<file path="config.mk">
export PLATFORM = sky130hd
export DESIGN_NAME = fft_panel_seq
export DESIGN_NICKNAME = d
export VERILOG_FILES = /design/src/rtl/fsq_pkg.sv /design/src/rtl/fsq_switch_cond.sv /design/src/rtl/fsq_phase_ctrl.sv /design/src/rtl/fsq_seg_enc.sv /design/src/rtl/fft_panel_seq.sv
export SDC_FILE = /design/constraint.sdc
export NUM_CORES = 1
export LEC_CHECK = 0
export BUFFER_PORTS_ARGS = -buffer_cell sky130_fd_sc_hd__buf_4
export CELL_PAD_IN_SITES_DETAIL_PLACEMENT = 0
export CELL_PAD_IN_SITES_GLOBAL_PLACEMENT = 1
export CORE_MARGIN = 4
export CORE_UTILIZATION = 37
export DETAILED_ROUTE_END_ITERATION = 16
export GPL_TIMING_DRIVEN = 0
export PLACE_DENSITY = 0.74
export SLEW_MARGIN = 20
export SYNTH_ARGS = -nofsm -noshare
export SYNTH_HDL_FRONTEND = slang
export SYNTH_SLANG_ARGS = --single-unit
</file>
<file path="constraint.sdc">
create_clock -name clk -period 2.2 [get_ports clk]
set_clock_uncertainty 0.1 [all_clocks]
set_input_delay 0.33 -clock clk [delete_from_list [all_inputs] [get_ports clk]]
set_output_delay 0.33 -clock clk [all_outputs]
set_load 0.05 [all_outputs]
</file>
<file path="src/rtl/fsq_pkg.sv">
`timescale 1ns/1ps
// fsq_pkg: shared phase type and seven-segment constants for the
// switch-stepped loader. Assumes a common-cathode pattern with bit 0 = a.
package fsq_pkg;

    typedef enum logic [1:0] {
        PH_IDLE = 2'd0,
        PH_LOAD = 2'd1,
        PH_WAIT = 2'd2,
        PH_READ = 2'd3
    } phase_e;

    localparam logic [7:0] SEG_BLANK = 8'h00;
    localparam logic [7:0] SEG_WAIT  = 8'h80;

    // Map a decimal digit onto segments a..g (bits 0..6).
    function automatic logic [7:0] seg_digit(input logic [3:0] d);
        logic [7:0] s;
        case (d)
            4'd0:    s = 8'h3F;
            4'd1:    s = 8'h06;
            4'd2:    s = 8'h5B;
            4'd3:    s = 8'h4F;
            4'd4:    s = 8'h66;
            4'd5:    s = 8'h6D;
            4'd6:    s = 8'h7D;
            4'd7:    s = 8'h07;
            4'd8:    s = 8'h7F;
            4'd9:    s = 8'h6F;
            default: s = SEG_BLANK;
        endcase
        return s;
    endfunction

endpackage

</file>
<file path="src/rtl/fsq_switch_cond.sv">
`timescale 1ns/1ps
// fsq_switch_cond: turns one raw, bouncing switch into a single-cycle step.
// Two flops synchronize the level. A counter requires the synchronized
// level to differ from the accepted level for DEBOUNCE_CYC consecutive
// cycles before it is accepted. An accepted 0->1 change emits one pulse.
// Assumes DEBOUNCE_CYC >= 2.
module fsq_switch_cond #(
    parameter int DEBOUNCE_CYC = 500000
) (
    input  logic clk,
    input  logic rst_n,
    input  logic raw_i,
    output logic step_o
);
    localparam int CNT_W = $clog2(DEBOUNCE_CYC + 1);
    localparam logic [CNT_W-1:0] CNT_LAST = CNT_W'(DEBOUNCE_CYC - 1);

    logic             sync1_q, sync2_q, stable_q;
    logic [CNT_W-1:0] cnt_q;

    // Synchronize, time the level change, and pulse on an accepted rise.
    always_ff @(posedge clk) begin
        if (!rst_n) begin
            sync1_q  <= 1'b0;
            sync2_q  <= 1'b0;
            stable_q <= 1'b0;
            cnt_q    <= '0;
            step_o   <= 1'b0;
        end else begin
            sync1_q <= raw_i;
            sync2_q <= sync1_q;
            step_o  <= 1'b0;
            if (sync2_q == stable_q) begin
                cnt_q <= '0;
            end else if (cnt_q == CNT_LAST) begin
                stable_q <= sync2_q;
                cnt_q    <= '0;
                step_o   <= sync2_q;
            end else begin
                cnt_q <= cnt_q + 1'b1;
            end
        end
    end

    // a step is never longer than one cycle.
    assert_step_single_R2: assert property (@(posedge clk) disable iff (!rst_n)
        step_o |=> !step_o);
    // a step follows a level the synchronizer still sees high.
    assert_step_level_R2: assert property (@(posedge clk) disable iff (!rst_n)
        step_o |-> sync2_q);

endmodule

</file>
<file path="src/rtl/fsq_phase_ctrl.sv">
`timescale 1ns/1ps
// fsq_phase_ctrl: the phase sequencer. It walks idle -> load (NUM_PTS
// captures) -> wait (transform running) -> read (NUM_PTS results) -> idle.
// It holds the sample slots and the current slot index. Steps from the
// switch that does not own the phase are dropped.
module fsq_phase_ctrl
    import fsq_pkg::*;
#(
    parameter int DATA_W  = 8,
    parameter int NUM_PTS = 4,
    localparam int IDX_W  = (NUM_PTS > 1) ? $clog2(NUM_PTS) : 1
) (
    input  logic                      clk,
    input  logic                      rst_n,
    input  logic                      load_step_i,
    input  logic                      read_step_i,
    input  logic [DATA_W-1:0]         bus_in_i,
    input  logic                      done_i,
    output phase_e                    phase_o,
    output logic [IDX_W-1:0]          idx_o,
    output logic                      start_o,
    output logic [NUM_PTS*DATA_W-1:0] samples_o
);
    localparam logic [IDX_W-1:0] IDX_LAST = IDX_W'(NUM_PTS - 1);

    phase_e            ph_q;
    logic [IDX_W-1:0]  idx_q;
    logic              start_q;
    logic [DATA_W-1:0] smp_q [NUM_PTS];

    // Advance the phase and slot index and capture samples on load steps.
    always_ff @(posedge clk) begin
        if (!rst_n) begin
            ph_q    <= PH_IDLE;
            idx_q   <= '0;
            start_q <= 1'b0;
            for (int i = 0; i < NUM_PTS; i++) smp_q[i] <= '0;
        end else begin
            start_q <= 1'b0;
            case (ph_q)
                PH_IDLE: if (load_step_i) begin
                    ph_q  <= PH_LOAD;
                    idx_q <= '0;
                end
                PH_LOAD: if (load_step_i) begin
                    smp_q[idx_q] <= bus_in_i;
                    if (idx_q == IDX_LAST) begin
                        ph_q    <= PH_WAIT;
                        idx_q   <= '0;
                        start_q <= 1'b1;
                    end else begin
                        idx_q <= idx_q + 1'b1;
                    end
                end
                PH_WAIT: if (done_i) begin
                    ph_q  <= PH_READ;
                    idx_q <= '0;
                end
                PH_READ: if (read_step_i) begin
                    if (idx_q == IDX_LAST) begin
                        ph_q  <= PH_IDLE;
                        idx_q <= '0;
                    end else begin
                        idx_q <= idx_q + 1'b1;
                    end
                end
                default: ph_q <= PH_IDLE;
            endcase
        end
    end

    // Flatten the sample slots for the transform engine.
    always_comb begin
        for (int i = 0; i < NUM_PTS; i++) samples_o[i*DATA_W +: DATA_W] = smp_q[i];
    end

    assign phase_o = ph_q;
    assign idx_o   = idx_q;
    assign start_o = start_q;

    // the start request lasts one cycle.
    assert_start_single_R5: assert property (@(posedge clk) disable iff (!rst_n)
        start_q |=> !start_q);
    // without done the wait state is held.
    assert_wait_hold_R5: assert property (@(posedge clk) disable iff (!rst_n)
        (ph_q == PH_WAIT && !done_i) |=> (ph_q == PH_WAIT));
    // samples change only on a load step inside the load phase.
    assert_samples_hold_R8: assert property (@(posedge clk) disable iff (!rst_n)
        !(ph_q == PH_LOAD && load_step_i) |=> $stable(samples_o));

endmodule

</file>
<file path="src/rtl/fsq_seg_enc.sv">
`timescale 1ns/1ps
// fsq_seg_enc: display driver. Load slot k shows digit k+1 and read slot k
// shows digit k+NUM_PTS+1. Idle is blank and wait shows only the point.
// Assumes 2*NUM_PTS <= 9 so that every slot fits one digit.
module fsq_seg_enc
    import fsq_pkg::*;
#(
    parameter int NUM_PTS = 4,
    localparam int IDX_W  = (NUM_PTS > 1) ? $clog2(NUM_PTS) : 1
) (
    input  phase_e           phase_i,
    input  logic [IDX_W-1:0] idx_i,
    output logic [7:0]       seg_o
);
    localparam logic [3:0] READ_BASE = 4'(NUM_PTS + 1);

    // Choose the pattern for the current phase and slot.
    always_comb begin
        case (phase_i)
            PH_LOAD: seg_o = seg_digit(4'(idx_i) + 4'd1);
            PH_READ: seg_o = seg_digit(4'(idx_i) + READ_BASE);
            PH_WAIT: seg_o = SEG_WAIT;
            default: seg_o = SEG_BLANK;
        endcase
    end

endmodule

</file>
<file path="src/rtl/fft_panel_seq.sv">
`timescale 1ns/1ps
// fft_panel_seq: top of the switch-stepped loader and reader. It conditions
// both switches, runs the phase sequencer, steers the split pad bus, and
// drives the display. The pad cell and the transform engine sit outside.
module fft_panel_seq
    import fsq_pkg::*;
#(
    parameter int DATA_W       = 8,
    parameter int NUM_PTS      = 4,
    parameter int DEBOUNCE_CYC = 500000
) (
    input  logic                      clk,
    input  logic                      rst_n,
    input  logic                      sw_load_i,
    input  logic                      sw_read_i,
    input  logic [DATA_W-1:0]         bus_in_i,
    output logic [DATA_W-1:0]         bus_out_o,
    output logic                      bus_oe_o,
    output logic                      fft_start_o,
    input  logic                      fft_done_i,
    output logic [NUM_PTS*DATA_W-1:0] samples_o,
    input  logic [NUM_PTS*DATA_W-1:0] results_i,
    output logic [7:0]                seg_o
);
    localparam int IDX_W = (NUM_PTS > 1) ? $clog2(NUM_PTS) : 1;
    localparam int N_SW  = 2;

    logic [N_SW-1:0] sw_raw;
    logic [N_SW-1:0] sw_step;
    phase_e          phase;
    logic [IDX_W-1:0] idx;

    assign sw_raw = {sw_read_i, sw_load_i};

    // One conditioner per switch: bit 0 is load, bit 1 is read.
    for (genvar g = 0; g < N_SW; g++) begin : g_sw
        fsq_switch_cond #(.DEBOUNCE_CYC(DEBOUNCE_CYC)) u_cond (
            .clk    (clk),
            .rst_n  (rst_n),
            .raw_i  (sw_raw[g]),
            .step_o (sw_step[g])
        );
    end

    fsq_phase_ctrl #(.DATA_W(DATA_W), .NUM_PTS(NUM_PTS)) u_ctrl (
        .clk         (clk),
        .rst_n       (rst_n),
        .load_step_i (sw_step[0]),
        .read_step_i (sw_step[1]),
        .bus_in_i    (bus_in_i),
        .done_i      (fft_done_i),
        .phase_o     (phase),
        .idx_o       (idx),
        .start_o     (fft_start_o),
        .samples_o   (samples_o)
    );

    fsq_seg_enc #(.NUM_PTS(NUM_PTS)) u_seg (
        .phase_i (phase),
        .idx_i   (idx),
        .seg_o   (seg_o)
    );

    // Drive the pad only while reading, with the selected result word.
    always_comb begin
        bus_oe_o  = (phase == PH_READ);
        bus_out_o = bus_oe_o ? results_i[idx*DATA_W +: DATA_W] : '0;
    end

    // the pad driver turns on only after the engine reported done.
    assert_oe_after_done_R6: assert property (@(posedge clk) disable iff (!rst_n)
        $rose(bus_oe_o) |-> $past(fft_done_i));
    // the wait display never coincides with a driven pad.
    assert_wait_quiet_R9: assert property (@(posedge clk) disable iff (!rst_n)
        (seg_o == SEG_WAIT) |-> !bus_oe_o);
    // the start request never overlaps a driven pad.
    assert_start_quiet_R5: assert property (@(posedge clk) disable iff (!rst_n)
        fft_start_o |-> !bus_oe_o);

endmodule

</file>
## Word-level counts from Yosys, hierarchy flattened

Memories as Yosys holds them, arrays and structs flattened.
Cells that the tools add are included.

- Input port bits: 45
- Bits in registers: 51
- Bits in read-only memories: 224
- Memories kept: 3
- Memory bits (writable): 32
- Logic and storage cells: 76

Memory list:

| memory | depth | width | read ports | clocked after memory_dff | wr ports | RTL line | text |
|---|---|---|---|---|---|---|---|
| (no name shown) | 16 | 7 | 1 | 0 | 0 | fsq_pkg.sv:19 | `case (d)` |
| (no name shown) | 16 | 7 | 1 | 0 | 0 | fsq_pkg.sv:19 |  |
| u_ctrl.smp_q | 4 | 8 | 4 | 0 | 4 | fsq_phase_ctrl.sv:29 | `logic [DATA_W-1:0] smp_q [NUM_PTS];` |

- Reduce and logical (&&, ||, !) cells: 11
- Multiplexer cells: 24
- Shift operators: 1
- Add/sub/neg operators: 5
- Eq/ne operators: 14
- Bitwise operators: 5

Operators by type and width:

| cell | number |
|---|---|
| adder 19 x 1 -> 19 bit (second input constant) | 2 |
| equality test 19 bit (second input constant) | 2 |
| indexed part select 32 x 6 -> 8 bit | 1 |
| 2-to-1 mux 2 bit | 12 |
| one-hot mux 8 bit (3 select lines) | 1 |
| 2-to-1 mux 8 bit | 2 |
| one-hot mux 2 bit (4 select lines) | 2 |
| OR reduction 3 bit | 4 |
| OR reduction 8 bit | 1 |
| 2-to-1 mux 1 bit | 7 |
| equality test 2 bit (second input constant) | 3 |
| inequality test 2 x 1 -> 1 bit (second input constant) | 3 |
| inequality test 2 bit (second input constant) | 3 |
| AND reduction 6 bit | 1 |
| NOT 1 bit | 5 |
| adder 2 x 3 -> 4 bit (second input constant) | 1 |
| AND reduction 2 bit | 2 |
| AND reduction 4 bit | 1 |
| adder 2 x 1 -> 3 bit (second input constant) | 1 |
| AND reduction 3 bit | 1 |
| adder 2 x 1 -> 2 bit (second input constant) | 1 |
| equality test 1 bit | 2 |
| equality test 2 x 1 -> 1 bit (second input constant) | 1 |
| zero test 2 bit | 1 |

## Logic depth before layout (Yosys ltp)

Gate-level depths: netlist (run 1).

- Word-level depth: 6
- Depth in mapped cells: 8

## Cells and area by module

From an unflattened synthesis (run 1), not the netlist that was laid out.

- Cell total of the unflattened synthesis: 393
- Area total of the unflattened synthesis: 4061.4 um2

By module, submodules not included:

| module | sequential area each (um2) | area each (um2) | instances | cells an instance |
|---|---|---|---|---|
| fsq_switch_cond | 460.4 | 1047.3 | 2 | 117 |
| fsq_phase_ctrl | 1061.0 | 1535.2 | 1 | 109 |
| fft_panel_seq | 0.0 | 260.2 | 1 | 29 |
| fsq_seg_enc | 0.0 | 171.4 | 1 | 21 |

## Least setup slack after synthesis (run 1)

OpenSTA, ideal clock, no wires.

- Path type: reg-to-output
- Start: register u_ctrl.idx_q[0], in the netlist u_ctrl.idx_o[0]
- End: output port seg_o[1]
- Cell stages (with the launch flop): 9
- Setup slack: -794 ps
- Arrival time: 2564 ps
- Data required time: 1770 ps
- Cells stage by stage: dfxtp_1 -> clkbuf_1 -> clkbuf_1 -> inv_1 -> ha_1 -> inv_1 -> o211ai_1 -> o21ai_0 -> a21oi_1

- Word-level cells in the longest chain between the ends: 3
- Elaborated cells on any way between the ends: 5
- Classes of those cells: 2 x add/sub; 1 x mux; 2 x memory

RTL lines:

| element | RTL line | text |
|---|---|---|
| start: declaration | fsq_phase_ctrl.sv:27 | `logic [IDX_W-1:0] idx_q;` |
| start signal: assignment | fsq_phase_ctrl.sv:52 | `idx_q <= idx_q + 1'b1;` |
| start signal: assignment | fsq_phase_ctrl.sv:64 | `idx_q <= idx_q + 1'b1;` |
| adder 2 x 3 -> 4 bit or adder 2 x 1 -> 3 bit (tied branches) | fsq_seg_enc.sv:21, fsq_seg_enc.sv:20 |  |
| memory read (16 x 7 bit) | - |  |
| one-hot mux 8 bit (3 select lines) (*) | fsq_seg_enc.sv:19 | `case (phase_i)` |
| end: declaration | fft_panel_seq.sv:23 | `output logic [7:0] seg_o` |

Mark *: on every way between the ends. The rest lies on a longest branch, timed or not.

## Final worst setup path (run 1)

Same ends and word-level chain as after synthesis.

==> results of run 1 <==
[per-layer routing]
metal  share of wire, %  up-vias  global-route usage [%]
met5                  0        -                       0
met4               0.65        0                    4.46
met3                6.6        5                    4.40
met2                 46      106                    24.7
met1                 47     1504                    20.5
li1                   -     1627                       -
[critical path, stage by stage (launching register included)]
cell        delay [ns]
dfxtp_2           0.35
buf_8             0.10
clkbuf_16         0.12
clkinvlp_4        0.11
ha_4              0.31
inv_4             0.04
o211ai_1          0.10
o21ai_2           0.10
a21oi_4           0.16
buf_6             0.17
[through the flow]
step | worst slack, ns | hold slack [ns] | utilization, %
3_5_place_dp | -0.445 | 0.319 | 47.5
2_1_floorplan | -0.145 | 0.312 | -
4_1_cts | -0.163 | 0.0768 | 52.3
3_3_place_gp | -0.438 | 0.316 | 47.5
5_1_grt | -0.260 | 0.0693 | 53.3
6_report | -0.145 | 0.0982 | 53.3
[repair_timing]
item	in CTS	in global routing
pin swaps	6	6
resized for setup	61	17
setup endpoints to repair	83	79
setup buffers	14	7
hold buffers	0	0
[worst min-delay path by stage]
stage | slack [ns] | start | end | cells past startpoint
final | 0.1 | sw_read_i | g_sw[1].u_cond.sync1_q | 2
after detailed placement | 0.32 | g_sw[0].u_cond.sync1_q | g_sw[0].u_cond.sync2_q | 1
after global placement | 0.32 | g_sw[0].u_cond.sync1_q | g_sw[0].u_cond.sync2_q | 1
after floorplan | 0.31 | g_sw[0].u_cond.sync1_q | g_sw[0].u_cond.sync2_q | 1
after global routing | 0.07 | sw_load_i | g_sw[0].u_cond.sync1_q | 2
after CTS | 0.08 | sw_load_i | g_sw[0].u_cond.sync1_q | 2
[state kept, by name, indices dropped and copies added (netlist names)]
signal	count
u_ctrl.idx_o	2
u_ctrl.phase_o	2
g_sw.u_cond.cnt_q	38
g_sw.u_cond.sync2_q	2
g_sw.u_cond.sync1_q	2
u_ctrl.start_o	1
u_ctrl.smp_q	32
g_sw.u_cond.step_o	2
g_sw.u_cond.stable_q	2
[layout by cell type, fill, tap and decap left out, drive strengths merged, types with 3 or more instances in the layout]
cell and count:
a21oi 19, and2 45, and3 5, and4 3
buf 121, clkbuf 15, clkinvlp 4, dfxtp 51
edfxtp 32, ha 13, inv 15, mux4 8
nand2 23, nand2b 5, nand3 17, nand4 13
nor2 39, nor3 5, nor4 7, nor4b 3
o21ai 10, o31ai 5, or3 9, or4 5
xnor2 12, xor2 16
[logic make-up after synthesis]
| logic type | count (synthesis) |
|---|---|
| compound gates | 45 |
| xor+xnor | 28 |
| fa+ha+maj | 13 |
| buf+inv | 28 |
| flops | 83 |
| mux | 9 |
| simple gates | 185 |
[power by group]
part / internal, mW / switching (mW)
registers: 1.64 / 0.0257
clock network: 0.439 / 0.604
logic: 0.261 / 0.394
[final cells by class]
type	instances	area, um2
fill	949	4870
multi-input combinational	280	2090
sequential	83	1990
timing repair buffer	115	950
tap	136	170
clock buffer	9	124
buffer	12	104
clock inverter	7	66.3
inverter	13	58.8
==> flow_summary_export.csv, run 1 <==
group,metric,value,unit
logic_synthesis,synthSimpleGateAreaFrac,25.6,%
global_route,grt_max_degree,18,
route,wl,9610,um
layout,nNetsFinal,572,
die,die_y,112,um
worst_setup_path,rrSetupSlack,0.12,ns
logic_synthesis,synthXorXnorAreaFrac,6.14,%
job,maxCapViolations,0,
logic_synthesis,seq_area_frac_synth,49.6,%
worst_setup_path,startpoint,"u_ctrl.idx_o[0]",
run_status,status,"finished with violations",
route,drc,0,
pwr,finalPower,3.36,mW
logic_synthesis,yosysTopAreaCell,"dfxtp_1",
timing,final.setup.worst_slack,-0.145,ns
logic_synthesis,synth.area.mux_share,4.79,%
worst_setup_path,r2r-start,"u_ctrl.idx_o[0]",
pwr,power_density,605,nW/um2
timing,final_max_slew_viol_count,0,
layout,drive_above_1_share,37.8,%
place,port_buffers,94,
logic_synthesis,yosys.cell_types.count,46,
clock_network,htree_levels,3,
worst_setup_path,critPathLaunchType,"register",
clock_network,clock_path_buffers,2,
route,drt_first_iter_violations,191,
worst_setup_path,cp_max_fo,5,
timing,fmax,0.427,GHz
worst_setup_path,worstSetupEndpoint,"seg_o[1]",
place,place_inst,621,
hold_path,hold_class,"primary input to register",
global_route,grt_pass1_vias,3227,
worst_setup_path,rr_worst_depth,7,
layout,fin_area,5550,um2
timing,fin_tns_setup,-0.803,ns
pwr,total_leakage_power,2.02,nW
place,hpwl,6860,um
worst_setup_path,cp.required,1.77,ns
timing,worstMarginPinSlew,0.605,ns
logic_synthesis,async_flop_share,0,%
logic_synthesis,synth_compound_area_share,7.01,%
clock_network,cts_sinks,83,
logic_synthesis,synth_seq_cells,83,
global_route,grt_pass1_wl,15800,um
global_route,overflow,0,
worst_setup_path,worstReg2RegEnd,"u_ctrl.smp_q[0][0]",
logic_synthesis,synth_most_common_cell,"dfxtp_1",
route,ant_nets,0,
clock_network,path_clk_slew,0.09,ns
die,core,10400,um2
logic_synthesis,synth_top_family_by_area,"simple AND/OR/NAND/NOR gates",
worst_setup_path,critical_path_class,"register to primary output",
logic_synthesis,yosysWarningCount,0,
layout,final_cells,655,
timing,maxSlewHeadroom,59.7,%
logic_synthesis,syn-cell-area,4000,um2
clock_network,cts_tree,"built",
route,routed_via_density,4.95,
clock_network,numCtsBuffers,9,
run_status,violations,"negative setup slack",
timing,rsz0062_at_grt,"true",
worst_setup_path,arrival,1.91,ns
logic_synthesis,synth_fa_ha_area_share,4.07,%
route,vias,3242,
route,dr.pass1.iters,4,
layout,area_growth,38.9,%
place,routabilityCongestion,0.847,
die,rows,37,
layout,antennaDiodeCount,0,
logic_synthesis,postSynthAreaPerCell,10.2,um2
clock_network,root_buffer,"clkbuf_8",
clock_network,insertion_delay,0.35,ns
logic_synthesis,yosys_most_used_dff,"dfxtp_1",
global_route,antenna_found_initial,0,
global_route,grt_use_total,15.4,%
die,die_w,112,um
logic_synthesis,synth-edff-count,32,
pwr,ir_drop,261,uV
route,wl_per_cell,14.7,um
timing,finalCritPeriodShare,107,%
die,start_util,38.4,%
die,io_pins,95,
logic_synthesis,synth_top_area_share,25.5,%
logic_synthesis,synthTopCellsByCount,"dfxtp_1, and2_1, nor2_1",
timing,hold_viol,0,
die,die_area,12500,um2
place,dpl-instance-area,4950,um2
logic_synthesis,syn_inst,391,
worst_setup_path,cp-end-kind,"primary output",
timing,period_minus_slack,2.34,ns
timing,setup_viol_count_final,13,
logic_synthesis,syn_nets,449,
logic_synthesis,synth.area.top_cells,"dfxtp_1, edfxtp_1, and2_1, mux4_2, ha_1",
No activity file was read; power rests on OpenSTA's default activity.
==> run 2, diff against run 1 <==
- ABC_AREA: unset -> 1
- CORE_UTILIZATION: 37 -> 35
- PLACE_DENSITY: 0.74 -> 0.73
==> run 2 against run 1 <==
  * The flow still finishes with violations (negative setup slack)
  * Register-to-register slack improved by 0.03 ns
  * Synthesized cell count increased by 35%
  * Via count up 11%
  * Sequential power is essentially flat
  * Global-route usage down 0.083 points
  * Clock-buffer cell count grew 1
  * Core utilization down 4.9 points
  * Sequential share of layout area is essentially flat
  * Critical path depth shrank 2
  * Synthesized area rose by 3.7%
  * Routed wire length grew 8.3%
  * Critical path type unchanged
  * Largest power group unchanged
  * Sequential cell count is the same
==> flow_summary_export.csv, run 2 <==
group,metric,value,unit
run_status,status,"finished with violations",
logic_synthesis,synth.area.top_cells,"dfxtp_1, edfxtp_1, nor2_1, nand2_1, inv_1",
logic_synthesis,yosysWarningCount,0,
worst_setup_path,critPathLaunchType,"register",
clock_network,clock_path_buffers,2,
clock_network,insertion_delay,0.34,ns
logic_synthesis,syn-cell-area,4150,um2
timing,hold_ws,0.0678,ns
timing,worstMarginPinSlew,0.780,ns
hold_path,worstHoldStart,"sw_read_i",
layout,top_register,"g_sw.u_cond.cnt_q",
layout,layout_common_cells,"nor2_1, buf_4, nand2_1",
logic_synthesis,yosysTopAreaCell,"dfxtp_1",
logic_synthesis,syn_inst,528,
place,hpwl,7830,um
die,core,11500,um2
logic_synthesis,synth_seq_cells,83,
worst_setup_path,cp-end-kind,"primary output",
worst_setup_path,arrival,1.79,ns
logic_synthesis,synth-edff-count,32,
hold_path,holdPathEnd,"g_sw[1].u_cond.sync1_q",
worst_setup_path,rrSetupSlack,0.15,ns
timing,final_max_slew_viol_count,0,
pwr,power_density,629,nW/um2
clock_network,root_buffer,"clkbuf_16",
route,wl_met1,4640,um
timing,maxSlewHeadroom,47.7,%
logic_synthesis,seq_area_frac_synth,47.8,%
place,port_buffers,93,
job,maxCapViolations,0,
route,ant_nets,0,
die,die_w,117,um
clock_network,cts_sinks,83,
place,routabilityCongestion,0.826,
layout,layout.cells.most_common,"nor2_1",
route,route.met2.wl,5180,um
route,wl_per_cell,13.2,um
route,top_layer_used,"met4",
route,drt_first_iter_violations,92,
layout,area_growth,34.4,%
route,wl,10400,um
global_route,antenna_found_initial,0,
logic_synthesis,async_flop_share,0,%
global_route,grt_pass1_wl,16400,um
timing,final.setup.worst_slack,-0.0173,ns
place,place_inst,764,
route,routed_via_density,4.60,
clock_network,ctsHoldBuffers,0,
pwr,ir_drop,428,uV
die,start_util,36.0,%
hold_path,hold_class,"primary input to register",
timing,fmax,0.451,GHz
layout,largest_reg_flops,38,
layout,nNetsFinal,696,
layout,final_cells,786,
timing,finalCritPeriodShare,101,%
global_route,overflow,0,
global_route,grt_max_degree,15,
logic_synthesis,synth_most_common_cell,"nor2_1",
pwr,total_leakage_power,2.20,nW
timing,hold_viol,0,
route,drc,0,
pwr,finalPower,3.50,mW
global_route,grt_pass1_vias,3368,
layout,final_core_util,48.4,%
route,vias,3612,
worst_setup_path,cp.required,1.77,ns
layout,antennaDiodeCount,0,
worst_setup_path,critical_path_class,"register to primary output",
global_route,grt_use_total,15.4,%
die,die_area,13600,um2
worst_setup_path,rr_worst_depth,9,
logic_synthesis,yosys_most_used_dff,"dfxtp_1",
worst_setup_path,cp_max_fo,9,
route,wl_met3,423,um
logic_synthesis,synthTopCellsByCount,"nor2_1, nand2_1, dfxtp_1",
hold_path,min_path_cells,3,
die,die_y,117,um
logic_synthesis,synth_top_area_share,24.6,%
layout,largestRegisters,"g_sw.u_cond.cnt_q (38), u_ctrl.smp_q (32)",
clock_network,htree_levels,3,
logic_synthesis,postSynthAreaPerCell,7.85,um2
timing,rsz0062_at_grt,"true",
layout,drive_above_1_share,26.4,%
timing,setup_viol_count_final,1,
clock_network,numCtsBuffers,9,
die,io_pins,95,
worst_setup_path,r2r-start,"u_ctrl.phase_o[1]",
clock_network,path_clk_slew,0.06,ns
logic_synthesis,syn_nets,586,
die,rows,39,
route,dr.pass1.iters,4,
clock_network,cts_tree,"built",
worst_setup_path,worstReg2RegEnd,"u_ctrl.smp_q[2][4]",
place,post-place-ws,-0.352,ns
logic_synthesis,yosys.cell_types.count,32,
run_status,violations,"negative setup slack",
timing,period_minus_slack,2.22,ns
[run 2: how the worst max path moves through the flow]
stage	from	to	cells after the start
after floorplan	u_ctrl.phase_o[1]	bus_out_o[0]	4
after CTS	u_ctrl.idx_o[1]	seg_o[1]	7
after global placement	u_ctrl.idx_o[0]	u_ctrl.smp_q[3][4]	3
final	u_ctrl.idx_o[1]	seg_o[1]	7
after global routing	u_ctrl.idx_o[1]	seg_o[1]	7
after detailed placement	u_ctrl.idx_o[0]	seg_o[1]	7
[run 2: layout make-up]
cell class,count,area [um2]
inverter,51,205
buffer,11,95.1
fill,1124,5940
multi-input combinational,381,2010
timing repair buffer,101,773
clock inverter,6,86.3
clock buffer,10,229
tap,143,179
sequential,83,1990
[run 2: metrics by stage]
stage	TNS [ns]	area, um2
after floorplan	-2.54	4190
after global placement	-6.36	5070
after detailed placement	-4.54	5070
after CTS	-0.0759	5500
after global routing	-0.115	5570
final	-0.0173	5570
[run 2: power by group]
group,internal (mW),leakage (nW),switching [mW]
sequential,1.62,0.728,0.0117
combinational,0.0971,1.32,0.162
clock,0.997,0.155,0.617
[run 2: cell families after synthesis]
group | synth area share (%)
AND/OR/NAND/NOR | 29.6
adder cells (fa/ha/maj) | 3.92
flip-flops | 47.8
XOR/XNOR | 5.49
AO/OA/AOI/OAI | 6.58
buffers and inverters | 6.61
[run 2: what timing repair did]
action                                  in CTS  in global routing
pin swaps                                    1                  2
endpoints found under the setup margin      47                 23
resized for setup                           31                 19
setup buffers                                1                  7
[run 2: critical path: stages (launching register included)]
cell	delay [ns]
dfxtp_4	0.38
inv_4	0.04
buf_8	0.13
ha_4	0.31
xor2_4	0.18
o21ai_2	0.08
a21oi_2	0.16
buf_6	0.17
[run 2: routing by layer]
metal | vias up | GRT usage, %
met3 | 11 | 3.29
li1 | 1899 | -
met4 | 0 | 5.89
met1 | 1636 | 20.4
met2 | 66 | 24.6
met5 | - | 0
